### config.mk
export PLATFORM = sky130hd
export DESIGN_NAME = audio_mclk_divider
export DESIGN_NICKNAME = d
export VERILOG_FILES = /design/src/rtl/mclk_div_pkg.sv /design/src/rtl/mclk_phase_gen.sv /design/src/rtl/bit_tick_gen.sv /design/src/rtl/frame_tick_gen.sv /design/src/rtl/audio_mclk_divider.sv
export SDC_FILE = /design/constraint.sdc
export NUM_CORES = 1
export LEC_CHECK = 0
export CORE_MARGIN = 2
export CORE_UTILIZATION = 40
export DETAILED_ROUTE_END_ITERATION = 12
export PLACE_DENSITY_LB_ADDON = 0.3
export SLEW_MARGIN = 25
export SYNTH_ARGS = -nofsm -noshare
export SYNTH_HDL_FRONTEND = slang
export SYNTH_SLANG_ARGS = --single-unit
### constraint.sdc
create_clock -name clk -period 3.4 [get_ports clk]
set_clock_uncertainty 0.1 [all_clocks]
set_input_delay 0.51 -clock clk [delete_from_list [all_inputs] [get_ports clk]]
set_output_delay 0.51 -clock clk [all_outputs]
set_load 0.02 [all_outputs]
### src/rtl/mclk_div_pkg.sv
// Package: shared types and helpers for the audio master clock divider.
// Assumes codes are compared as unsigned integers.
package mclk_div_pkg;

    // Ratio family selected by the base select input.
    typedef enum logic {
        FAM_512 = 1'b0,
        FAM_384 = 1'b1
    } fam_e;

    // True when a sub-rate code belongs to the chosen family.
    function automatic logic code_legal(input fam_e fam, input int unsigned code,
                                        input int unsigned max512, input int unsigned max384);
        if (fam == FAM_384)
            return code <= max384;
        else
            return code <= max512;
    endfunction

endpackage

### src/rtl/mclk_phase_gen.sv
// Module: mclk_phase_gen
// Produces the master clock as a registered square wave whose half period
// is 2^code core cycles. The code is captured only when a low phase ends,
// and an illegal code keeps the output low. Assumes en is already the
// combination of run and gate.
module mclk_phase_gen
    import mclk_div_pkg::*;
#(
    parameter int CODE_W       = 3,
    parameter int MAX_CODE_512 = 4,
    parameter int MAX_CODE_384 = 3
) (
    input  logic              clk,
    input  logic              rst_n,
    input  logic              en,
    input  logic              base_sel,
    input  logic [CODE_W-1:0] code_req,
    output logic              mclk
);

    localparam int CNT_W = MAX_CODE_512 + 1;

    logic [CNT_W-1:0]  cnt;
    logic [CODE_W-1:0] cur;
    logic              mclk_q;
    logic              req_ok;
    logic              at_edge;

    // Half period minus one, for a given code.
    function automatic logic [CNT_W-1:0] half_m1(input logic [CODE_W-1:0] c);
        logic [CNT_W-1:0] one;
        one = {{(CNT_W-1){1'b0}}, 1'b1};
        return (one << c) - one;
    endfunction

    // Legality of the requested code in the chosen family.
    assign req_ok  = code_legal(fam_e'(base_sel), int'(unsigned'(code_req)),
                                MAX_CODE_512, MAX_CODE_384);
    assign at_edge = (cnt == '0);

    // Phase counter and output toggle; the code is loaded only at a rising edge.
    always_ff @(posedge clk) begin
        if (!rst_n) begin
            mclk_q <= 1'b0;
            cnt    <= '0;
            cur    <= '0;
        end else if (!en) begin
            mclk_q <= 1'b0;
            cnt    <= '0;
        end else if (at_edge) begin
            if (mclk_q) begin
                mclk_q <= 1'b0;
                cnt    <= half_m1(cur);
            end else if (req_ok) begin
                mclk_q <= 1'b1;
                cur    <= code_req;
                cnt    <= half_m1(code_req);
            end
        end else begin
            cnt <= cnt - 1'b1;
        end
    end

    assign mclk = mclk_q;

    // stopping forces the clock low on the next edge.
    assert_stop_low_R6: assert property (@(posedge clk) disable iff (!rst_n)
        !en |=> !mclk);

    // a rising edge only follows a legal request.
    assert_rise_legal_R4: assert property (@(posedge clk) disable iff (!rst_n)
        $rose(mclk) |-> $past(req_ok));

    // the active code never moves while the clock stays high.
    assert_code_hold_R5: assert property (@(posedge clk) disable iff (!rst_n)
        (mclk && $past(mclk)) |-> $stable(cur));

endmodule

### src/rtl/bit_tick_gen.sv
// Module: bit_tick_gen
// Divides the core clock down to the serial bit rate and emits a one-cycle
// tick per bit. Also exposes the combinational wrap condition so that the
// frame counter can align to it. Assumes BIT_DIV >= 2.
module bit_tick_gen #(
    parameter int BIT_DIV = 16
) (
    input  logic clk,
    input  logic rst_n,
    input  logic en,
    output logic wrap,
    output logic tick
);

    localparam int BW = $clog2(BIT_DIV);

    logic [BW-1:0] cnt;

    assign wrap = en && (cnt == BW'(BIT_DIV - 1));

    // Bit-period counter with a registered tick on wrap.
    always_ff @(posedge clk) begin
        if (!rst_n) begin
            cnt  <= '0;
            tick <= 1'b0;
        end else if (!en) begin
            cnt  <= '0;
            tick <= 1'b0;
        end else begin
            cnt  <= wrap ? '0 : cnt + 1'b1;
            tick <= wrap;
        end
    end

    // the tick lasts exactly one cycle.
    assert_tick_single_R8: assert property (@(posedge clk) disable iff (!rst_n)
        tick |=> !tick);

    // no tick once the block is stopped.
    assert_tick_stop_R6: assert property (@(posedge clk) disable iff (!rst_n)
        !en |=> !tick);

endmodule

### src/rtl/frame_tick_gen.sv
// Module: frame_tick_gen
// Counts bit wraps and emits a frame tick on the last bit of each frame.
// The frame length follows the family captured while stopped or at each
// frame boundary. Assumes bit_wrap comes from bit_tick_gen.
module frame_tick_gen
    import mclk_div_pkg::*;
#(
    parameter int BITS_512 = 64,
    parameter int BITS_384 = 48
) (
    input  logic clk,
    input  logic rst_n,
    input  logic en,
    input  logic base_sel,
    input  logic bit_wrap,
    output logic tick
);

    localparam int MAXB = (BITS_512 > BITS_384) ? BITS_512 : BITS_384;
    localparam int FW   = $clog2(MAXB);

    fam_e          fam_q;
    logic [FW-1:0] fcnt;
    logic [FW-1:0] limit_m1;
    logic          last;

    assign limit_m1 = (fam_q == FAM_384) ? FW'(BITS_384 - 1) : FW'(BITS_512 - 1);
    assign last     = bit_wrap && (fcnt == limit_m1);

    // Bit-in-frame counter, family capture and frame tick.
    always_ff @(posedge clk) begin
        if (!rst_n) begin
            fcnt  <= '0;
            tick  <= 1'b0;
            fam_q <= FAM_512;
        end else if (!en) begin
            fcnt  <= '0;
            tick  <= 1'b0;
            fam_q <= fam_e'(base_sel);
        end else begin
            tick <= last;
            if (bit_wrap)
                fcnt <= last ? '0 : fcnt + 1'b1;
            if (last)
                fam_q <= fam_e'(base_sel);
        end
    end

    // consecutive frame ticks never occur.
    assert_frame_single_R9: assert property (@(posedge clk) disable iff (!rst_n)
        tick |=> !tick);

endmodule

### src/rtl/audio_mclk_divider.sv
// Module: audio_mclk_divider (top)
// Derives the converter master clock, the bit tick and the frame tick from
// a core clock running at twice the root audio clock. Run enables the
// outputs and gate overrides it. Assumes all inputs are synchronous to clk.
module audio_mclk_divider #(
    parameter int CODE_W       = 3,
    parameter int MAX_CODE_512 = 4,
    parameter int MAX_CODE_384 = 3,
    parameter int BIT_DIV      = 16,
    parameter int BITS_512     = 64,
    parameter int BITS_384     = 48
) (
    input  logic              clk,
    input  logic              rst_n,
    input  logic              run,
    input  logic              gate,
    input  logic              base_sel,
    input  logic [CODE_W-1:0] mult_code,
    output logic              mclk_out,
    output logic              bclk_tick,
    output logic              frame_tick
);

    logic en;
    logic bit_wrap;

    // Gate has priority over run.
    assign en = run & ~gate;

    mclk_phase_gen #(
        .CODE_W       (CODE_W),
        .MAX_CODE_512 (MAX_CODE_512),
        .MAX_CODE_384 (MAX_CODE_384)
    ) u_phase (
        .clk      (clk),
        .rst_n    (rst_n),
        .en       (en),
        .base_sel (base_sel),
        .code_req (mult_code),
        .mclk     (mclk_out)
    );

    bit_tick_gen #(
        .BIT_DIV (BIT_DIV)
    ) u_bit (
        .clk   (clk),
        .rst_n (rst_n),
        .en    (en),
        .wrap  (bit_wrap),
        .tick  (bclk_tick)
    );

    frame_tick_gen #(
        .BITS_512 (BITS_512),
        .BITS_384 (BITS_384)
    ) u_frame (
        .clk      (clk),
        .rst_n    (rst_n),
        .en       (en),
        .base_sel (base_sel),
        .bit_wrap (bit_wrap),
        .tick     (frame_tick)
    );

    // gate silences every output on the next edge.
    assert_gate_wins_R7: assert property (@(posedge clk) disable iff (!rst_n)
        gate |=> (!mclk_out && !bclk_tick && !frame_tick));

    // a frame tick always lands on a bit tick.
    assert_frame_on_bit_R9: assert property (@(posedge clk) disable iff (!rst_n)
        frame_tick |-> bclk_tick);

endmodule

==> run_results.csv, run 1 <==
group,metric,value,unit
finish,multi_input_combinational_cell_area,624.3,sq um
timing,report.final.setup_viol,0,
drt,via_count,896,
floorplanning,start_util,0.4301,
placement,placed_cell_count,153,
clock_network,cts-root-buf,"sky130_fd_sc_hd__clkbuf_4",
clock_network,postCtsResizedCells,0,
logic_synthesis,synth_top_cell_area_share,0.4060,
global_routing,number_of_antenna_violations_at_the_first_check_in_global_routing,0,
hold_path,min_delay_worst_endpoint,"u_bit.cnt[0]",
pwr,switchingPower,0.1249,mW
placement,port_buffers,10,
logic_synthesis,synth_area_leader_cell,"sky130_fd_sc_hd__dfxtp_1",
setup_path,crit_chain,"clkdlybuf4s50_1 > nor3_1 > or2_2 > a21oi_1 > ha_1 > or3b_2 > a311oi_1 > a21oi_1 > a21oi_1",
timing,timing_worst_slew_pin_value,0.6849,ns
global_routing,grt_usage,0.1486,
hold_path,min_delay_path_depth,1,
pwr,switching_share,0.2556,
setup_path,worst_r2r_startpoint,"u_phase.mclk",
setup_path,cp_data_required_time,3.56,ns
pwr,power_density,392.1,nW/um^2
global_routing,grt_pass1_vias,848,
finish,finish.cell_count_without_fillers,157,
logic_synthesis,postSynth.asyncResetShare,0,
clock_network,cts_made_buffers,3,
clock_network,cts.path.max_buffers,2,
logic_synthesis,postSynthAreaPerCell,9.352,sq um
pwr,seq_power_share,0.557,
timing,final-hold-violation-count,0,
hold_path,holdCritStartpoint,"u_bit.cnt[0]",
floorplanning,fp.dieArea,3144,sq um
logic_synthesis,synth.ff_latch_count,22,
floorplanning,rows,18,
finish,area_growth,14.88,%
logic_synthesis,synth.net_count,127,
drt,postRouteAntennaNets,0,
timing,fin_crit,2.742,ns
clock_network,cts_num_sinks,22,
logic_synthesis,synth_edf_count,0,
floorplanning,io_pins,11,
pwr,pwr-share-comb,0.147,
finish,design.final.nets,139,
logic_synthesis,yosys.cell_count.top_type,"sky130_fd_sc_hd__dfxtp_1",
drt,wire_per_inst,13.79,um
finish,n_fill_cell,252,
timing,fin_crit_sh,0.8064,
logic_synthesis,ys_top_cells_by_area,"sky130_fd_sc_hd__dfxtp_1 (41%), sky130_fd_sc_hd__nor2_1 (5.2%), sky130_fd_sc_hd__xnor2_1 (4.0%), sky130_fd_sc_hd__mux2i_1 (3.7%), sky130_fd_sc_hd__ha_1 (3.5%)",
drt,detail_route.iter0.violations,19,
timing,report.final.slew_viol_count,0,
setup_path,critical_path_peak_fanout,6,
pwr,intPower,0.3637,mW
pwr,p_leak,0.4569,nW
global_routing,globalRouteMet1Util,0.1660,
finish,antenna_cells_inserted,0,
global_routing,grt_first_pass_wirelength,3.719,mm
setup_path,crit_path_end_kind,"flip-flop",
global_routing,groute.layer.met3.usage,0.06047,
logic_synthesis,synth.yosys.seq_area_share,0.4060,
setup_path,setup_cp_type,"input port to flip-flop",
drt,detail_route.vias_per_cell,5.707,
finish,register_area,440.4,sq um
clock_network,worst_skew_pair.late_latency,0.31,ns
clock_network,post-cts-setup-buffers,0,
hold_path,hp-class,"flip-flop to flip-flop",
clock_network,cts.hold.buffers_added,0,
drt,post-route-drc-count,0,
pwr,max-vdd-ir-drop,0.0002457,V
placement,globalplace.congestion,0.8235,
setup_path,r2r_end,"u_phase.cnt[4]",
floorplanning,die_w,56.08,um
global_routing,grt_busiest_layer,"met2",
timing,final_hold_slack,0.3613,ns
setup_path,cpMostUsedCell,"sky130_fd_sc_hd__a21oi_1",
job,cap_viol_max_count,0,
logic_synthesis,post_synth_instance_area,1085,sq um
timing,slew_headroom,0.5370,
setup_path,worst-r2r-cell-count,8,
clock_network,ctsHtreeMaxLevel,1,
finish,post_route_cells_drive_above_1_share,0.1024,
clock_network,cts.clk_slew.worst_paths,0.12,ns
pwr,clockPowerShare,0.296,
setup_path,slowest_delay,0.57,ns
drt,postRouteWirelength,2.165,mm
floorplanning,die_h,56.08,um
setup_path,critical_path.startpoint_type,"input port",
logic_synthesis,synth.distinct_cells,39,
global_routing,maximum_number_of_pins_on_one_net_before_global_route_repair,15,
setup_path,crit_arrival,2.90,ns
global_routing,grt_remaining_overflow,0,
setup_path,cp_slowest_cell,"sky130_fd_sc_hd__clkdlybuf4s50_1",
logic_synthesis,postSynth.topFlopCell,"sky130_fd_sc_hd__dfxtp_1",
floorplanning,fp.coreArea,2522,sq um
logic_synthesis,synth_common_cells,"sky130_fd_sc_hd__dfxtp_1 (22), sky130_fd_sc_hd__nor2_1 (15), sky130_fd_sc_hd__a21oi_1 (7), sky130_fd_sc_hd__nand2_1 (7)",
clock_network,tritoncts,"built",
run_status,run_status,"completed",
logic_synthesis,number_of_warnings_issued_by_yosys,0,
placement,dp_hpwl,1.644,mm
global_routing,grt_util_met2,0.2521,
pwr,finalPower,0.4886,mW
logic_synthesis,number_of_standard_cells_after_synthesis,116,
timing,clock.fmax,364.7,MHz
timing,final.setup.tns,0,ns
setup_path,r2r_setup_slack,0.71,ns
timing,grt_setup_unrepaired,"false",
drt,first_pass_iters,4,
[power groups by stage]
stage	Clock, mW	Combinational (mW)	Sequential, mW
2_1_floorplan	0	0.0526	0.274
3_3_place_gp	0	0.0690	0.277
3_5_place_dp	0	0.0715	0.278
4_1_cts	0.150	0.0717	0.272
5_1_grt	0.166	0.0785	0.273
6_report	0.145	0.0717	0.272
[metal layers]
metal	wire length [um]	share of wire	up-vias
li1	-	-	444
met1	952	0.44	423
met2	1062	0.49	24
met3	126	0.058	5
met4	24	0.011	0
met5	0	0	-
[registers in the layout, indices dropped and copies added (netlist names)]
signal	flops
u_phase.cnt	5
u_frame.fam_q	1
u_frame.tick	1
u_phase.cur	3
u_bit.tick	1
u_phase.mclk	1
u_frame.fcnt	6
u_bit.cnt	4
[through the flow]
stage / utilization / setup slack (ns) / cell area, sq um
floorplan: - / 0.9078 / 1085
global placement: 0.4797 / 0.4925 / 1210
detailed placement: 0.4797 / 0.3394 / 1210
CTS: 0.4940 / 0.6801 / 1246
global route: 0.4940 / 0.5646 / 1246
finish: 0.4940 / 0.6581 / 1246
[worst max path at each step]
stage | start | endpoint | slack, ns | cells past startpoint
6_report | mult_code[1] | u_phase.cnt[4] | 0.66 | 9
5_1_grt | mult_code[1] | u_phase.cnt[4] | 0.56 | 9
4_1_cts | mult_code[1] | u_phase.cnt[4] | 0.68 | 9
3_5_place_dp | mult_code[1] | u_phase.cnt[4] | 0.34 | 9
3_3_place_gp | mult_code[1] | u_phase.cnt[4] | 0.49 | 9
2_1_floorplan | u_phase.mclk | u_phase.cnt[4] | 0.91 | 9
[cells in the final DEF (no fill, tap or decap), drive strengths merged, types with 4 or more instances in the layout]
cell type	instances
dfxtp	22
nor2	15
clkdlybuf4s50	10
a21oi	7
nand2	7
nor3	6
xnor2	5
mux2i	4
clkbuf	4
[worst max-delay path: cells and delay by family]
| family | cells | cell delay (ns) |
|---|---|---|
| compound gates | 4 | 0.67 |
| fa+ha+maj | 1 | 0.19 |
| simple gates | 3 | 0.95 |
| buf+inv | 1 | 0.57 |
[cell type report]
class                      instances  area share
tap                               30     0.03012
clock buffer                       4     0.02912
inverter                           2    0.006024
multi-input combinational         89      0.5010
timing repair buffer              10     0.08032
sequential                        22      0.3534
[kinds of logic after synthesis]
| family | after synthesis | share of synthesized area |
|---|---|---|
| buffers and inverters | 5 | 0.01846 |
| flip-flops | 22 | 0.4060 |
| AO/OA/AOI/OAI | 21 | 0.1638 |
| adder cells (fa/ha/maj) | 3 | 0.03461 |
| multiplexers | 5 | 0.04729 |
| AND/OR/NAND/NOR | 53 | 0.2734 |
| XOR/XNOR | 7 | 0.05652 |
Power figures use the tool's default switching activity.
==> run 2: changes to the inputs <==
- clock period: 3.4 -> 2.5 ns (I/O delays scaled with it)
==> run 2 against run 1 <==
Non-clock buffer count rose by 11. Utilization rose by 4.1 points. Clock power rose by 38%. Die area did not move. Power is 42% higher. First-iteration DRC count decreased by 32%. Worst setup slack got worse by 0.49 ns. Combinational power rose by 74%. Wire length is 2.4% higher. Global-route usage is 0.50 points higher. Critical endpoint unchanged. Worst hold slack got worse by 0.0064 ns. Critical path type is now flip-flop to flip-flop. Largest cell class unchanged.
==> run_results.csv, run 2 (synthesis gave the netlist of run 1 again) <==
group,metric,value,unit
timing,grt_setup_unrepaired,"false",
floorplanning,rows,18,
timing,clock.fmax,429.3,MHz
clock_network,cts_num_sinks,22,
finish,mostFrequentLayoutCell,"sky130_fd_sc_hd__dfxtp_1",
global_routing,grt_pass1_vias,914,
finish,largest_register_ff_count,6,
setup_path,setup_cp_type,"flip-flop to flip-flop",
finish,antenna_cells_inserted,0,
placement,dp_hpwl,1.675,mm
floorplanning,die_h,56.08,um
floorplanning,io_pins,11,
floorplanning,fp.dieArea,3144,sq um
finish,final_design_area_no_fill,1350,sq um
placement,port_buffers,10,
setup_path,critical_path.n_buffers_inverters,0,
placement,globalplace.congestion,0.7420,
timing,fin_crit,2.329,ns
drt,first_pass_iters,4,
clock_network,cts_made_buffers,3,
setup_path,crit_path_end_kind,"flip-flop",
drt,detail_route.vias_per_cell,5.494,
pwr,max-vdd-ir-drop,0.0003930,V
job,cap_viol_max_count,0,
drt,via_count,923,
clock_network,ctsHtreeMaxLevel,1,
finish,reg.largest.list,"u_frame.fcnt: 6 flops, u_phase.cnt: 5 flops, u_bit.cnt: 4 flops",
clock_network,cts.clk_slew.worst_paths,0.13,ns
finish,top_register,"u_frame.fcnt",
drt,postRouteAntennaNets,0,
timing,timing_worst_slew_pin_value,0.6630,ns
clock_network,tritoncts,"built",
drt,detail_route.iter0.violations,13,
timing,fin_crit_sh,0.9318,
setup_path,crit_chain,"or4_4 > nor3_2 > a21oi_1 > ha_1 > or3b_4 > nor4_2 > o21ai_0 > a21oi_1",
floorplanning,start_util,0.4301,
finish,area_growth,24.45,%
timing,final.setup.tns,0,ns
setup_path,cpMostUsedCell,"sky130_fd_sc_hd__a21oi_1",
finish,layout_common_cells,"sky130_fd_sc_hd__dfxtp_1 (21), sky130_fd_sc_hd__nor2_1 (15), sky130_fd_sc_hd__buf_4 (11), sky130_fd_sc_hd__clkdlybuf4s50_1 (10)",
hold_path,hp-class,"flip-flop to flip-flop",
run_status,run_status,"completed",
global_routing,groute.layer.met3.usage,0.04186,
timing,report.final.slew_viol_count,0,
timing,final-hold-violation-count,0,
drt,post-route-drc-count,0,
floorplanning,fp.coreArea,2522,sq um
setup_path,critical_path_peak_fanout,6,
setup_path,crit_family,"simple AND/OR/NAND/NOR gates",
drt,postRouteWirelength,2.217,mm
clock_network,cts.path.max_buffers,2,
setup_path,slowest_delay,0.60,ns
clock_network,cts.hold.buffers_added,0,
clock_network,worst_skew_pair.late_latency,0.32,ns
timing,slew_headroom,0.5539,
global_routing,grt_util_met2,0.2739,
pwr,power_density,512.3,nW/um^2
global_routing,grt_remaining_overflow,0,
pwr,p_leak,0.5170,nW
clock_network,cts-root-buf,"sky130_fd_sc_hd__clkbuf_4",
setup_path,crit_arrival,2.43,ns
drt,wire_per_inst,13.20,um
global_routing,maximum_number_of_pins_on_one_net_before_global_route_repair,13,
global_routing,grt_first_pass_wirelength,3.864,mm
global_routing,number_of_antenna_violations_at_the_first_check_in_global_routing,0,
setup_path,cp_data_required_time,2.61,ns
finish,post_route_cells_drive_above_1_share,0.2029,
global_routing,globalRouteMet1Util,0.1792,
global_routing,grt_busiest_layer,"met2",
setup_path,critical_path.startpoint_type,"flip-flop",
setup_path,cp_slowest_cell,"sky130_fd_sc_hd__or4_4",
placement,placedInstanceArea,1292,sq um
finish,design.final.nets,150,
global_routing,grt_usage,0.1535,
timing,report.final.setup_viol,0,
floorplanning,die_w,56.08,um
## run 2: metrics by stage
step | util | std cells | power, mW | setup slack (ns) | hold slack (ns)
final | 0.5352 | 168 | 0.6917 | 0.1706 | 0.3548
after CTS | 0.5268 | 168 | 0.6899 | 0.08713 | 0.3588
after global placement | 0.5124 | 164 | 0.4852 | -0.1254 | 0.3395
after detailed placement | 0.5124 | 164 | 0.4898 | -0.2530 | 0.3417
after floorplan | - | 116 | 0.4442 | 0.007762 | 0.3176
after global routing | 0.5352 | 168 | 0.7268 | 0.03345 | 0.3977
## run 2: final timing paths
kind	start	end	slack [ns]	cells past startpoint
worst min register to register	u_bit.cnt[0]	u_bit.cnt[0]	0.35	1
worst min-delay path	u_bit.cnt[0]	u_bit.cnt[0]	0.35	1
worst max register to register	u_phase.cnt[2]	u_phase.cnt[4]	0.17	8
worst max-delay path	u_phase.cnt[2]	u_phase.cnt[4]	0.17	8
## run 2: layout make-up
cell class | count | area [sq um]
Tap cell | 30 | 37.54
Sequential cell | 22 | 441.7
Fill cell | 234 | 1172
Clock buffer | 4 | 36.28
Multi-Input combinational cell | 89 | 644.4
Timing Repair Buffer | 21 | 182.7
Inverter | 2 | 7.507
## run 2: metal layers
metal,part of all wire,wire [um],vias up
li1,-,-,469
met3,0.037,82,7
met4,0.023,50,0
met2,0.49,1089,20
met1,0.45,994,427
met5,0,0,-
## run 2: report_power, final
part,switching [mW],internal (mW),total (mW),leakage [nW]
Combinational,0.0608,0.0643,0.125,0.317
Sequential,0.00834,0.359,0.367,0.179
Clock,0.110,0.0891,0.200,0.0210
## run 2: worst register-to-register path: cells and delay by family, from the launching register on
family | cells | cell delay, ns
and+or+nand+nor | 4 | 1.11
AOI/OAI and AO/OA | 3 | 0.41
DFF | 1 | 0.38
adders and majority gates | 1 | 0.21
## run 2: what timing repair did
action                                  4_1_cts  5_1_grt
endpoints found under the setup margin        0        1
resized for setup                             0        5
hold endpoints to repair                      0        0
setup buffers                                 0        0
